`src/rtl/sdm_pkg.sv`:
```
package sdm_pkg;
  localparam int unsigned MODE_W   = 3;
  localparam int unsigned TIMING_W = 3;

  typedef enum logic [MODE_W-1:0] {
    MODE_SD       = 3'd0,
    MODE_EMMC_SDR = 3'd2,
    MODE_EMMC_DDR = 3'd3,
    MODE_HS200    = 3'd4,
    MODE_HS400    = 3'd5,
    MODE_HS400_ES = 3'd6
  } mode_e;

  typedef enum logic [TIMING_W-1:0] {
    TIM_SD_LEGACY = 3'd0,
    TIM_SD_HS     = 3'd1,
    TIM_SD_UHS    = 3'd2,
    TIM_EMMC_HS   = 3'd3,
    TIM_EMMC_DDR  = 3'd4,
    TIM_HS200     = 3'd5,
    TIM_HS400     = 3'd6,
    TIM_OTHER     = 3'd7
  } timing_e;

  function automatic logic mode_legal(logic [MODE_W-1:0] m);
    return !(m == 3'd1 || m == 3'd7);
  endfunction
endpackage

```
`src/rtl/sdm_timing_map.sv`:
```
module sdm_timing_map
  import sdm_pkg::*;
(
  input  logic [TIMING_W-1:0] timing_i,
  input  logic                es_eff_i,
  output logic [MODE_W-1:0]   mode_o
);
  always_comb begin
    unique case (timing_i)
      TIM_EMMC_HS:  mode_o = MODE_EMMC_SDR;
      TIM_EMMC_DDR: mode_o = MODE_EMMC_DDR;
      TIM_HS200:    mode_o = MODE_HS200;
      TIM_HS400:    mode_o = es_eff_i ? MODE_HS400_ES : MODE_HS400;
      default:      mode_o = MODE_SD;
    endcase
  end
endmodule

```
`src/rtl/sdm_strobe_flag.sv`:
```
module sdm_strobe_flag (
  input  logic clk_i,
  input  logic rst_ni,
  input  logic upd_i,
  input  logic val_i,
  output logic flag_o,
  output logic eff_o
);
  logic flag_q;

  always_ff @(posedge clk_i or negedge rst_ni) begin
    if (!rst_ni)    flag_q <= 1'b0;
    else if (upd_i) flag_q <= val_i;
  end

  assign flag_o = flag_q;
  assign eff_o  = upd_i ? val_i : flag_q;

  p_flag_load_r6: assert property (@(posedge clk_i) disable iff (!rst_ni)
    upd_i |=> flag_o == $past(val_i));
  p_flag_hold_r6: assert property (@(posedge clk_i) disable iff (!rst_ni)
    !upd_i |=> $stable(flag_o));
endmodule

```
`src/rtl/sdm_mode_reg.sv`:
```
module sdm_mode_reg
  import sdm_pkg::*;
#(
  parameter int unsigned REG_W = 16
) (
  input  logic              clk_i,
  input  logic              rst_ni,
  input  logic              req_i,
  input  logic [MODE_W-1:0] req_mode_i,
  input  logic              es_upd_i,
  input  logic              es_val_i,
  input  logic              we_i,
  input  logic [REG_W-1:0]  wdata_i,
  output logic [MODE_W-1:0] mode_o,
  output logic [REG_W-1:0]  rdata_o
);
  localparam int unsigned UP_W = REG_W - MODE_W;

  logic [MODE_W-1:0] mode_q, mode_d;
  logic [UP_W-1:0]   upper_q;
  logic              swap_up, swap_dn;

  assign swap_up = es_upd_i &&  es_val_i && (mode_q == MODE_HS400);
  assign swap_dn = es_upd_i && !es_val_i && (mode_q == MODE_HS400_ES);

  always_comb begin
    mode_d = mode_q;
    if (req_i)                                   mode_d = req_mode_i;
    else if (swap_up)                            mode_d = MODE_HS400_ES;
    else if (swap_dn)                            mode_d = MODE_HS400;
    else if (we_i && mode_legal(wdata_i[MODE_W-1:0])) mode_d = wdata_i[MODE_W-1:0];
  end

  always_ff @(posedge clk_i or negedge rst_ni) begin
    if (!rst_ni) begin
      mode_q  <= MODE_SD;
      upper_q <= '0;
    end else begin
      mode_q <= mode_d;
      if (we_i) upper_q <= wdata_i[REG_W-1:MODE_W];
    end
  end

  assign mode_o  = mode_q;
  assign rdata_o = {upper_q, mode_q};

  p_legal_r2: assert property (@(posedge clk_i) disable iff (!rst_ni)
    mode_legal(mode_o));
  p_swap_up_r5: assert property (@(posedge clk_i) disable iff (!rst_ni)
    !req_i && es_upd_i && es_val_i && mode_o == MODE_HS400 |=> mode_o == MODE_HS400_ES);
  p_swap_dn_r5: assert property (@(posedge clk_i) disable iff (!rst_ni)
    !req_i && es_upd_i && !es_val_i && mode_o == MODE_HS400_ES |=> mode_o == MODE_HS400);
  p_upper_r7: assert property (@(posedge clk_i) disable iff (!rst_ni)
    we_i |=> rdata_o[REG_W-1:MODE_W] == $past(wdata_i[REG_W-1:MODE_W]));
  p_reserved_r8: assert property (@(posedge clk_i) disable iff (!rst_ni)
    we_i && !mode_legal(wdata_i[MODE_W-1:0]) && !req_i && !es_upd_i |=> $stable(mode_o));
  p_req_wins_r9: assert property (@(posedge clk_i) disable iff (!rst_ni)
    req_i |=> mode_o == $past(req_mode_i));
endmodule

```
`src/rtl/sdm_speed_mode_ctrl.sv`:
```
module sdm_speed_mode_ctrl
  import sdm_pkg::*;
#(
  parameter int unsigned REG_W = 16
) (
  input  logic                clk_i,
  input  logic                rst_ni,
  input  logic                req_valid_i,
  input  logic [TIMING_W-1:0] req_timing_i,
  input  logic                es_valid_i,
  input  logic                es_value_i,
  input  logic                reg_we_i,
  input  logic [REG_W-1:0]    reg_wdata_i,
  output logic [REG_W-1:0]    reg_rdata_o,
  output logic [MODE_W-1:0]   mode_o,
  output logic                es_flag_o
);
  logic              es_eff;
  logic [MODE_W-1:0] req_mode;

  sdm_strobe_flag u_flag (
    .clk_i  (clk_i),
    .rst_ni (rst_ni),
    .upd_i  (es_valid_i),
    .val_i  (es_value_i),
    .flag_o (es_flag_o),
    .eff_o  (es_eff)
  );

  sdm_timing_map u_map (
    .timing_i (req_timing_i),
    .es_eff_i (es_eff),
    .mode_o   (req_mode)
  );

  sdm_mode_reg #(.REG_W(REG_W)) u_reg (
    .clk_i      (clk_i),
    .rst_ni     (rst_ni),
    .req_i      (req_valid_i),
    .req_mode_i (req_mode),
    .es_upd_i   (es_valid_i),
    .es_val_i   (es_value_i),
    .we_i       (reg_we_i),
    .wdata_i    (reg_wdata_i),
    .mode_o     (mode_o),
    .rdata_o    (reg_rdata_o)
  );

  p_field_r1: assert property (@(posedge clk_i) disable iff (!rst_ni)
    mode_o == reg_rdata_o[MODE_W-1:0]);
  p_sd_fallback_r3: assert property (@(posedge clk_i) disable iff (!rst_ni)
    req_valid_i && !(req_timing_i inside {TIM_EMMC_HS, TIM_EMMC_DDR, TIM_HS200, TIM_HS400})
    |=> mode_o == MODE_SD);
  p_hs400_r4: assert property (@(posedge clk_i) disable iff (!rst_ni)
    req_valid_i && req_timing_i == TIM_HS400
    |=> mode_o == (($past(es_valid_i) ? $past(es_value_i) : $past(es_flag_o))
                   ? MODE_HS400_ES : MODE_HS400));
endmodule

```
`config.mk`:
```
export PLATFORM = sky130hd
export DESIGN_NAME = sdm_speed_mode_ctrl
export DESIGN_NICKNAME = d
export VERILOG_FILES = /design/src/rtl/sdm_pkg.sv /design/src/rtl/sdm_timing_map.sv /design/src/rtl/sdm_strobe_flag.sv /design/src/rtl/sdm_mode_reg.sv /design/src/rtl/sdm_speed_mode_ctrl.sv
export SDC_FILE = /design/constraint.sdc
export NUM_CORES = 1
export LEC_CHECK = 0
export BUFFER_PORTS_ARGS = -buffer_cell sky130_fd_sc_hd__buf_4
export CORE_MARGIN = 5
export CORE_UTILIZATION = 46
export CTS_BUF_LIST = sky130_fd_sc_hd__clkbuf_16
export DETAILED_ROUTE_END_ITERATION = 8
export GPL_ROUTABILITY_DRIVEN = 0
export PLACE_DENSITY_LB_ADDON = 0.12
export SETUP_SLACK_MARGIN = 0.02
export SYNTH_ARGS = -nofsm -noshare
export SYNTH_HDL_FRONTEND = slang
export SYNTH_SLANG_ARGS = --single-unit
```
`constraint.sdc`:
```
create_clock -name clk_i -period 2.2 [get_ports clk_i]
set_clock_uncertainty 0.1 [all_clocks]
set_input_delay 0.55 -clock clk_i [delete_from_list [all_inputs] [get_ports clk_i]]
set_output_delay 0.55 -clock clk_i [all_outputs]
set_load 0.02 [all_outputs]
```
==> impl_metrics.ini, run 1 <==
[synthesis]
ys_ff_latch = 17
syn-num-nets = 91
synthesis.area_sq_um = 818
syn-mean-instance-area_sq_um = 12.4
syn_inst = 66
ys_seq_area_share_pct = 52.0
ys_types = 27
synth_warnings = 0

[worst_setup_path]
crit_slowest_cell = dfrtp_1
cp-end-kind = output pin
arrival_ns = 0.84
cpPeakStageDelay_ns = 0.42
path_cells = buf_4
worst-path-buf-inv = 1
worstPathRequired_ns = 1.55
crit_type = flop to output pin
cp_top_family = flip-flops
cp_max_fo = 5
critPathLaunchType = flop

[global_route]
grt_first_pass_wirelength_um = 2980
grt_overflow = 0
antenna_found_initial = 0
grt_pass1_vias = 691
grt_max_degree = 18
groute.usage.overall_pct = 15.3

[power]
ir_worst_vdd_v = 0.000700
leakage_nw = 0.586
p_per_area_nw_per_um2 = 780

[clock_network]
cts_sinks = 17
cts_made_buffers = 3
h-tree-depth = 1
cts_root_buf = clkbuf_16
holdBufCountCts = 0
cts.repair.resized = 0
post_cts_buffers = 0
cts_tree = yes
clk_path_buf_depth = 2
clk_latency_ns = 0.25
clkTransAtPathRegs_ns = 0.05

[detailed_routing]
drt_iter0_markers = 1
ant_nets = 0
wl_met1_um = 689
routed_wl_um = 1840
wl_per_cell_um = 13.7
route.met3.wl_um = 165
wl_met2_um = 971
drt_first_pass_iters = 2
top_layer = met4
via_count = 664
drc = 0
drt-vias-per-instance = 4.96

[layout]
drive_above_1_share_pct = 59.6
num_antenna_cells = 0
nNetsFinal = 135
final_common_cell = buf_4
final_cell_mix = 44 x buf_4, 17 x dfrtp_1, 13 x mux2_2
syn2layout_area_growth_pct = 50.3

[floorplanning]
start_util_pct = 47.9
dieWidth_um = 52.2
die_area_sq_um = 2720
die_h_um = 52.2
coreArea_sq_um = 1710
num_rows = 15
io_pins = 45

[worst_hold_path]
hp-class = input port to asynchronous set/reset pin

[sta]
slew_violations = 0
worstMarginPinSlew_ns = 0.324
grt_setup_unrepaired = false
whs_ns = 0.0564
finalHoldViolations = 0
setup_viol_count_final = 0
slew-limit-headroom_pct = 78.4
finalCritPeriodShare_pct = 67.7
min_period_ns = 1.49
timing.fmax_mhz = 672
setup_tns_ns = 0

[job]
cap_violations = 0

[placed_design]
portBuffers = 44
hpwl_um = 1470

[run_status]
status = complete, no violations
cell type report:
cell class                      count  area [sq um]
Clock buffer                        3          75.1
Clock inverter                      1          7.51
Fill cell                         131           478
Inverter                            3          11.3
Multi-Input combinational cell     41           349
Sequential cell                    17           425
Tap cell                           25          31.3
Timing Repair Buffer               44           330
cell usage after synthesis:
cell type	count	share of area (%)
o21ai_0	2	1.2
mux2_2	13	18
a22oi_1	1	0.92
nand4b_1	1	1.1
o211ai_1	1	0.92
o32ai_1	1	1.1
nand3_1	1	0.61
nor2_1	1	0.46
o21a_1	1	0.92
xor2_1	2	2.1
or2_2	1	0.77
buf_4	3	2.8
o21bai_1	1	0.92
nor3b_1	1	0.92
a211o_1	1	1.1
a21oi_1	3	1.8
inv_1	3	1.4
nand2_1	3	1.4
dfrtp_1	17	52
nand2b_1	1	0.77
and4b_1	1	1.2
mux2_4	1	1.8
mux2i_1	1	1.2
buf_2	2	1.2
o21ba_2	1	1.2
or3_1	1	0.77
a211oi_2	1	1.5
kinds of logic after synthesis:
family	after synthesis	share of synthesized area, %
muxes	15	20.9
and+or+nand+nor	11	7.95
buffers and inverters	8	5.35
DFF	17	52.0
xor gates and xnor gates	2	2.14
AOI/OAI and AO/OA	13	11.6
through the flow:
| step | utilization [%] | worst slack, ns | instances | power, mW | area (sq um) |
|---|---|---|---|---|---|
| CTS | 72.0 | 0.705 | 134 | 0.971 | 1230 |
| finish | 72.0 | 0.711 | 134 | 0.960 | 1230 |
| global route | 72.0 | 0.566 | 134 | 1.01 | 1230 |
| global placement | 67.2 | 0.526 | 130 | 0.598 | 1150 |
| detailed placement | 67.2 | 0.500 | 130 | 0.603 | 1150 |
| floorplan | - | 0.711 | 66 | 0.493 | 818 |
layer usage:
metal	global-route usage [%]	vias to the layer above
li1	-	321
met1	15.8	315
met2	27.2	26
met3	6.27	2
met4	6.38	0
met5	0	-
state kept, by name, summed over array words and instances, names as in the netlist:
signal	count
u_flag.flag_o	1
u_reg.mode_o	3
u_reg.upper_q	13
final timing paths:
kind | cells after the start | slack (ns) | startpoint | endpoint
worst min-delay path | 1 | 0.06 | rst_ni | u_reg.upper_q[3]$_DFFE_PN0P_
worst max-delay path | 1 | 0.71 | u_reg.mode_o[2]$_DFFE_PN0P_ | mode_o[2]
worst max register to register | 4 | 0.75 | u_reg.mode_o[0]$_DFFE_PN0P_ | u_reg.mode_o[1]$_DFFE_PN0P_
worst min register to register | 1 | 0.41 | u_reg.upper_q[0]$_DFFE_PN0P_ | u_reg.upper_q[0]$_DFFE_PN0P_
max in group asynchronous | 1 | 1.75 | rst_ni | u_reg.upper_q[2]$_DFFE_PN0P_
min in group clk_i | 1 | 0.41 | u_reg.upper_q[0]$_DFFE_PN0P_ | u_reg.upper_q[0]$_DFFE_PN0P_
report_power, final:
part | switching (mW) | leakage (nW) | total (mW) | internal (mW)
clock network | 0.119 | 0.0371 | 0.364 | 0.245
logic | 0.111 | 0.349 | 0.228 | 0.117
registers | 0.0215 | 0.200 | 0.367 | 0.346
Power figures use the tool's default switching activity.
==> run 2, diff against run 1 <==
ABC_AREA = 1   (was unset)
CORE_UTILIZATION = 43   (was 46)
clock period = 1.4 ns   (was 2.2 ns; I/O delays follow)
==> run 2 against run 1 <==
Net effect: register-to-register slack worse by 0.58 ns; sequential cell count unchanged; non-clock buffer count grew 1; sequential share of layout area down 1.6 points; first-iteration DRC count grew to 12 times the previous value; clock power is 57% higher; design area up 5.0%; combinational power rose by 64%; setup slack got worse by 0.63 ns; global-route usage barely moved; area after synthesis is 6.0% higher; core utilization shrank 5.5 points; critical path type unchanged; critical endpoint is now mode_o[1]; largest power group unchanged.
==> impl_metrics.ini, run 2 <==
[detailed_routing]
wl_per_cell_um = 12.2
ant_nets = 0
routed_wl_um = 1950
via_count = 745
drt_iter0_markers = 12
drt-vias-per-instance = 4.66
drt_first_pass_iters = 4
drc = 0

[floorplanning]
die_area_sq_um = 3010
die_h_um = 54.9
dieWidth_um = 54.9
io_pins = 45
num_rows = 16
start_util_pct = 44.7
coreArea_sq_um = 1940

[clock_network]
h-tree-depth = 1
post_cts_buffers = 0
cts_made_buffers = 3
cts_root_buf = clkbuf_16
cts.repair.resized = 0
clkTransAtPathRegs_ns = 0.05
cts_tree = yes
clk_latency_ns = 0.25
cts_sinks = 17
clk_path_buf_depth = 2

[layout]
drive_above_1_share_pct = 51.9
largest_register_ffs = 13
final_cell_mix = 44 x buf_4, 24 x nand2_1, 17 x dfrtp_1, 13 x mux2_2, 9 x nand3_1
nNetsFinal = 159
num_antenna_cells = 0
top_register = u_reg.upper_q
final_common_cell = buf_4
fillerInstances = 171
stdcell_area_sq_um = 1290
syn2layout_area_growth_pct = 48.9

[sta]
setup_tns_ns = 0
worstMarginPinSlew_ns = 0.213
finalCritPeriodShare_pct = 94.1
whs_ns = 0.232
min_period_ns = 1.32
finalHoldViolations = 0
slew_violations = 0
timing.fmax_mhz = 759
fin_ws_ns = 0.0831
grt_setup_unrepaired = false
setup_viol_count_final = 0
slew-limit-headroom_pct = 85.8

[worst_setup_path]
arrival_ns = 0.87
cp_top_family = flip-flops
worstPathRequired_ns = 0.95
cp-end-kind = output pin
cp_max_fo = 5
rr_startpoint = u_reg.mode_o[2]$_DFFE_PN0P_
crit_type = flop to output pin
cpPeakStageDelay_ns = 0.43
r2r_cells = 6
crit_slowest_cell = dfrtp_1
ff2ff_setup_slack_ns = 0.17
worst-path-buf-inv = 1
r2r-end = u_reg.mode_o[2]$_DFFE_PN0P_
path_cells = buf_4
critPathLaunchType = flop

[run_status]
status = complete, no violations

[synthesis]
synth_top_cells_by_count = 24 x nand2_1, 17 x dfrtp_1, 13 x mux2_2
syn_inst = 88
ys_types = 13
syn-num-nets = 113
synth_top_area_share_pct = 49.1
yosysTopAreaCell = dfrtp_1
syn-mean-instance-area_sq_um = 9.85
synth_edf_count = 0
yosysMostFrequentCell = nand2_1
synth_warnings = 0
ys_seq_area_share_pct = 49.1
yosys_most_used_dff = dfrtp_1
synthTopCellsByArea = dfrtp_1 49%, mux2_2 17%, nand2_1 10%
ys_ff_latch = 17
synthesis.area_sq_um = 867
async_reset_ff_share_pct = 100

[global_route]
grt_first_pass_wirelength_um = 3170
grt_pass1_vias = 743
grt_max_degree = 18
groute.usage.overall_pct = 15.3
grt_overflow = 0
antenna_found_initial = 0

[placed_design]
dp_slack_ns = 0.120
portBuffers = 44
hpwl_um = 1570
dpl-instance-area_sq_um = 1200

[power]
ir_worst_vdd_v = 0.000984
leakage_nw = 0.675
p_per_area_nw_per_um2 = 1180

[worst_hold_path]
hp-class = input port to flop
hp-start = reg_wdata_i[8]
worstHoldEndpoint = u_reg.upper_q[5]$_DFFE_PN0P_
min_path_cells = 2

[job]
cap_violations = 0
==> run 2: worst reg2reg max path, cell delays in order (launching register included) <==
cell	delay, ns
dfrtp_1	0.42
nand2_1	0.10
inv_2	0.05
a21oi_4	0.19
nand3_4	0.11
nand3_1	0.10
nand2_1	0.05
==> run 2: power by group <==
group          switching [mW]  total, mW  internal [mW]
Sequential             0.0349      0.579          0.544
Combinational           0.193      0.375          0.182
Clock                   0.190      0.573          0.382
Total                   0.419       1.53           1.11
==> run 2: metal layers <==
metal	routed length (um)	GRT usage, %
met5	0	0
met4	51	9.72
met3	153	4.83
met2	993	25.6
met1	755	16.8
==> run 2: cells by family (layout without fill, tap and decap cells) <==
logic type / count (synthesis) / after routing / synth area share [%]
AOI/OAI and AO/OA: 3 / 3 / 3.03
buffers and inverters: 15 / 60 / 8.23
DFF: 17 / 17 / 49.1
muxes: 13 / 13 / 16.9
and+or+nand+nor: 40 / 40 / 22.8
==> run 2: per-stage QoR <==
step | cells | total power, mW | util, %
4_1_cts | 160 | 1.56 | 66.5
3_3_place_gp | 155 | 0.956 | 61.9
6_report | 160 | 1.53 | 66.5
3_5_place_dp | 155 | 0.967 | 61.9
2_1_floorplan | 88 | 0.792 | -
5_1_grt | 160 | 1.62 | 66.5
==> run 2: cell type report <==
cell class / instances / area, sq um / area share (%)
Sequential cell: 17 / 425 / 32.9
Multi-Input combinational cell: 56 / 370 / 28.7
Timing Repair Buffer: 45 / 340 / 26.4
Clock buffer: 3 / 75.1 / 5.81
Inverter: 11 / 41.3 / 3.20
Tap cell: 27 / 33.8 / 2.62
Clock inverter: 1 / 5.00 / 0.388
==> run 2: how the worst max path moves through the flow <==
stage                                     start                           to  slack (ns)  cells past startpoint
finish              u_reg.mode_o[1]$_DFFE_PN0P_                    mode_o[1]        0.08                      1
global route        u_reg.mode_o[1]$_DFFE_PN0P_  u_reg.mode_o[1]$_DFFE_PN0P_        0.04                      9
floorplan           u_reg.mode_o[2]$_DFFE_PN0P_  u_reg.mode_o[2]$_DFFE_PN0P_        0.16                      6
detailed placement                   es_value_i  u_reg.mode_o[2]$_DFFE_PN0P_        0.12                      7
CTS                 u_reg.mode_o[1]$_DFFE_PN0P_                    mode_o[1]        0.07                      1
global placement                     es_value_i  u_reg.mode_o[2]$_DFFE_PN0P_        0.14                      7
==> run 2: repair_timing <==
action                                  in CTS  in global routing
endpoints found under the hold margin       17                  0
endpoints found under the setup margin       0                  0
hold buffers                                 1                  0
==> run 3, diff against run 2 <==
ABC_AREA = unset   (was 1)
==> run 3 against run 2 <==
Net effect: register-to-register slack lost 0.14 ns; wire length grew 4.6%; hold slack gained 0.0032 ns; first-iteration DRC count shrank 58%; via count shrank 6.6%; power grew 2.1%; clock power shrank 2%; critical endpoint is now u_reg.mode_o[0]$_DFFE_PN0P_.
==> impl_metrics.ini, run 3 (synthesized netlist as in run 1, its figures left out) <==
[sta]
slew-limit-headroom_pct = 79.9
setup_viol_count_final = 0
worstMarginPinSlew_ns = 0.300
finalCritPeriodShare_pct = 98.1
setup_tns_ns = 0
slew_violations = 0
grt_setup_unrepaired = true
finalHoldViolations = 0
whs_ns = 0.235
min_period_ns = 1.37
timing.fmax_mhz = 728

[power]
leakage_nw = 0.632
ir_worst_vdd_v = 0.00102
finalPower_mw = 1.56
p_per_area_nw_per_um2 = 1170

[layout]
fillerInstances = 151
largest_register_ffs = 13
syn2layout_area_growth_pct = 62.7
final_common_cell = buf_4
drive_above_1_share_pct = 66.4
nNetsFinal = 142
utilization_pct = 75.5
final_cell_mix = 43 x buf_4, 13 x mux2_2, 13 x dfrtp_1, 6 x buf_6, 4 x dfrtp_2
num_antenna_cells = 0
top_register = u_reg.upper_q

[worst_setup_path]
arrival_ns = 1.44
cp_top_family = compound AO/OA/AOI/OAI gates
cpPeakStageDelay_ns = 0.40
crit_slowest_cell = dfrtp_2
critPathLaunchType = flop
cp-end-kind = flop
r2r_cells = 4
crit_type = flop to flop
cp_max_fo = 3
crit_cells = 4
worstPathRequired_ns = 1.47
worst-path-buf-inv = 0
path_cells = mux2_4, a211oi_2, o32ai_1, a21oi_1

[clock_network]
h-tree-depth = 1
clk_path_buf_depth = 2
cts_tree = yes
cts_root_buf = clkbuf_16
cts_sinks = 17
clk_latency_ns = 0.24
clkTransAtPathRegs_ns = 0.05
cts_made_buffers = 3

[run_status]
status = complete, no violations

[worst_hold_path]
hp-class = input port to flop
min_path_cells = 2

[floorplanning]
die_h_um = 53.6
start_util_pct = 46.4
coreArea_sq_um = 1760
num_rows = 15
io_pins = 45
dieWidth_um = 53.6
die_area_sq_um = 2880

[global_route]
grt_busiest_layer = met2
groute.usage.overall_pct = 15.5
grt_max_degree = 18
grt_util_met1_pct = 20.7
use_met3_pct = 6.37
antenna_found_initial = 0
grt_pass1_vias = 717
grt_overflow = 0
grtUsageMet2_pct = 23.9
grt_first_pass_wirelength_um = 3220

[detailed_routing]
routed_wl_um = 2040
wl_per_cell_um = 14.5
drt_iter0_markers = 5
ant_nets = 0
via_count = 696
drt-vias-per-instance = 4.94
drc = 0
drt_first_pass_iters = 4

[job]
cap_violations = 0

[placed_design]
hpwl_um = 1610
portBuffers = 44
## run 3: cell types whose count changed in the layout (fill, tap and decap cells not counted), moves of 3 or more
| cell | previous run | this run |
|---|---|---|
| inv_1 | 8 | 3 |
| buf_6 | 0 | 6 |
| nand2_1 | 24 | 3 |
| dfrtp_1 | 17 | 13 |
| dfrtp_2 | 0 | 4 |
| nand3_1 | 9 | 1 |
| inv_2 | 3 | 0 |
## run 3: power breakdown
part / internal [mW] / switching [mW]
combinational: 0.227 / 0.194
sequential: 0.547 / 0.0321
clock: 0.382 / 0.177
## run 3: layer usage
layer  routed length [um]  up-vias
met5                    0        -
met4                    0        0
met3                  181        0
met2                  992       35
met1                  867      328
li1                     -      333
## run 3: layout make-up
class | count | area (sq um) | area share, %
Clock buffer | 3 | 75.1 | 5.64
Sequential cell | 17 | 430 | 32.3
Timing Repair Buffer | 51 | 420 | 31.6
Multi-Input combinational cell | 41 | 358 | 26.9
Clock inverter | 1 | 5.00 | 0.376
Inverter | 3 | 11.3 | 0.846
Tap cell | 25 | 31.3 | 2.35
## run 3: what timing repair did
| item | 4_1_cts | 5_1_grt |
|---|---|---|
| pin swaps | 1 | 3 |
| setup endpoints to repair | 5 | 4 |
| hold buffers | 1 | 0 |
| buffers inserted | 1 | 1 |
| gates cloned | 0 | 0 |
| hold endpoints to repair | 17 | 0 |
| gates resized for setup | 3 | 5 |
## run 3: final timing paths
path	from	to	slack, ns
min in group asynchronous	rst_ni	u_flag.flag_o$_DFF_PN0_	0.40
hold / removal	reg_wdata_i[5]	u_reg.upper_q[2]$_DFFE_PN0P_	0.24
hold reg to reg	u_reg.upper_q[3]$_DFFE_PN0P_	u_reg.upper_q[3]$_DFFE_PN0P_	0.41
setup reg to reg	u_flag.flag_o$_DFF_PN0_	u_reg.mode_o[0]$_DFFE_PN0P_	0.03
max in group asynchronous	rst_ni	u_reg.mode_o[2]$_DFFE_PN0P_	0.60
setup / recovery	u_flag.flag_o$_DFF_PN0_	u_reg.mode_o[0]$_DFFE_PN0P_	0.03
## run 3: through the flow
step / setup WS [ns] / cells / area, sq um
global placement: -0.0483 / 134 / 1200
finish: 0.0263 / 141 / 1330
CTS: 0.00148 / 140 / 1310
global route: -0.0250 / 141 / 1330
floorplan: 0.0294 / 66 / 826
detailed placement: -0.0952 / 134 / 1200
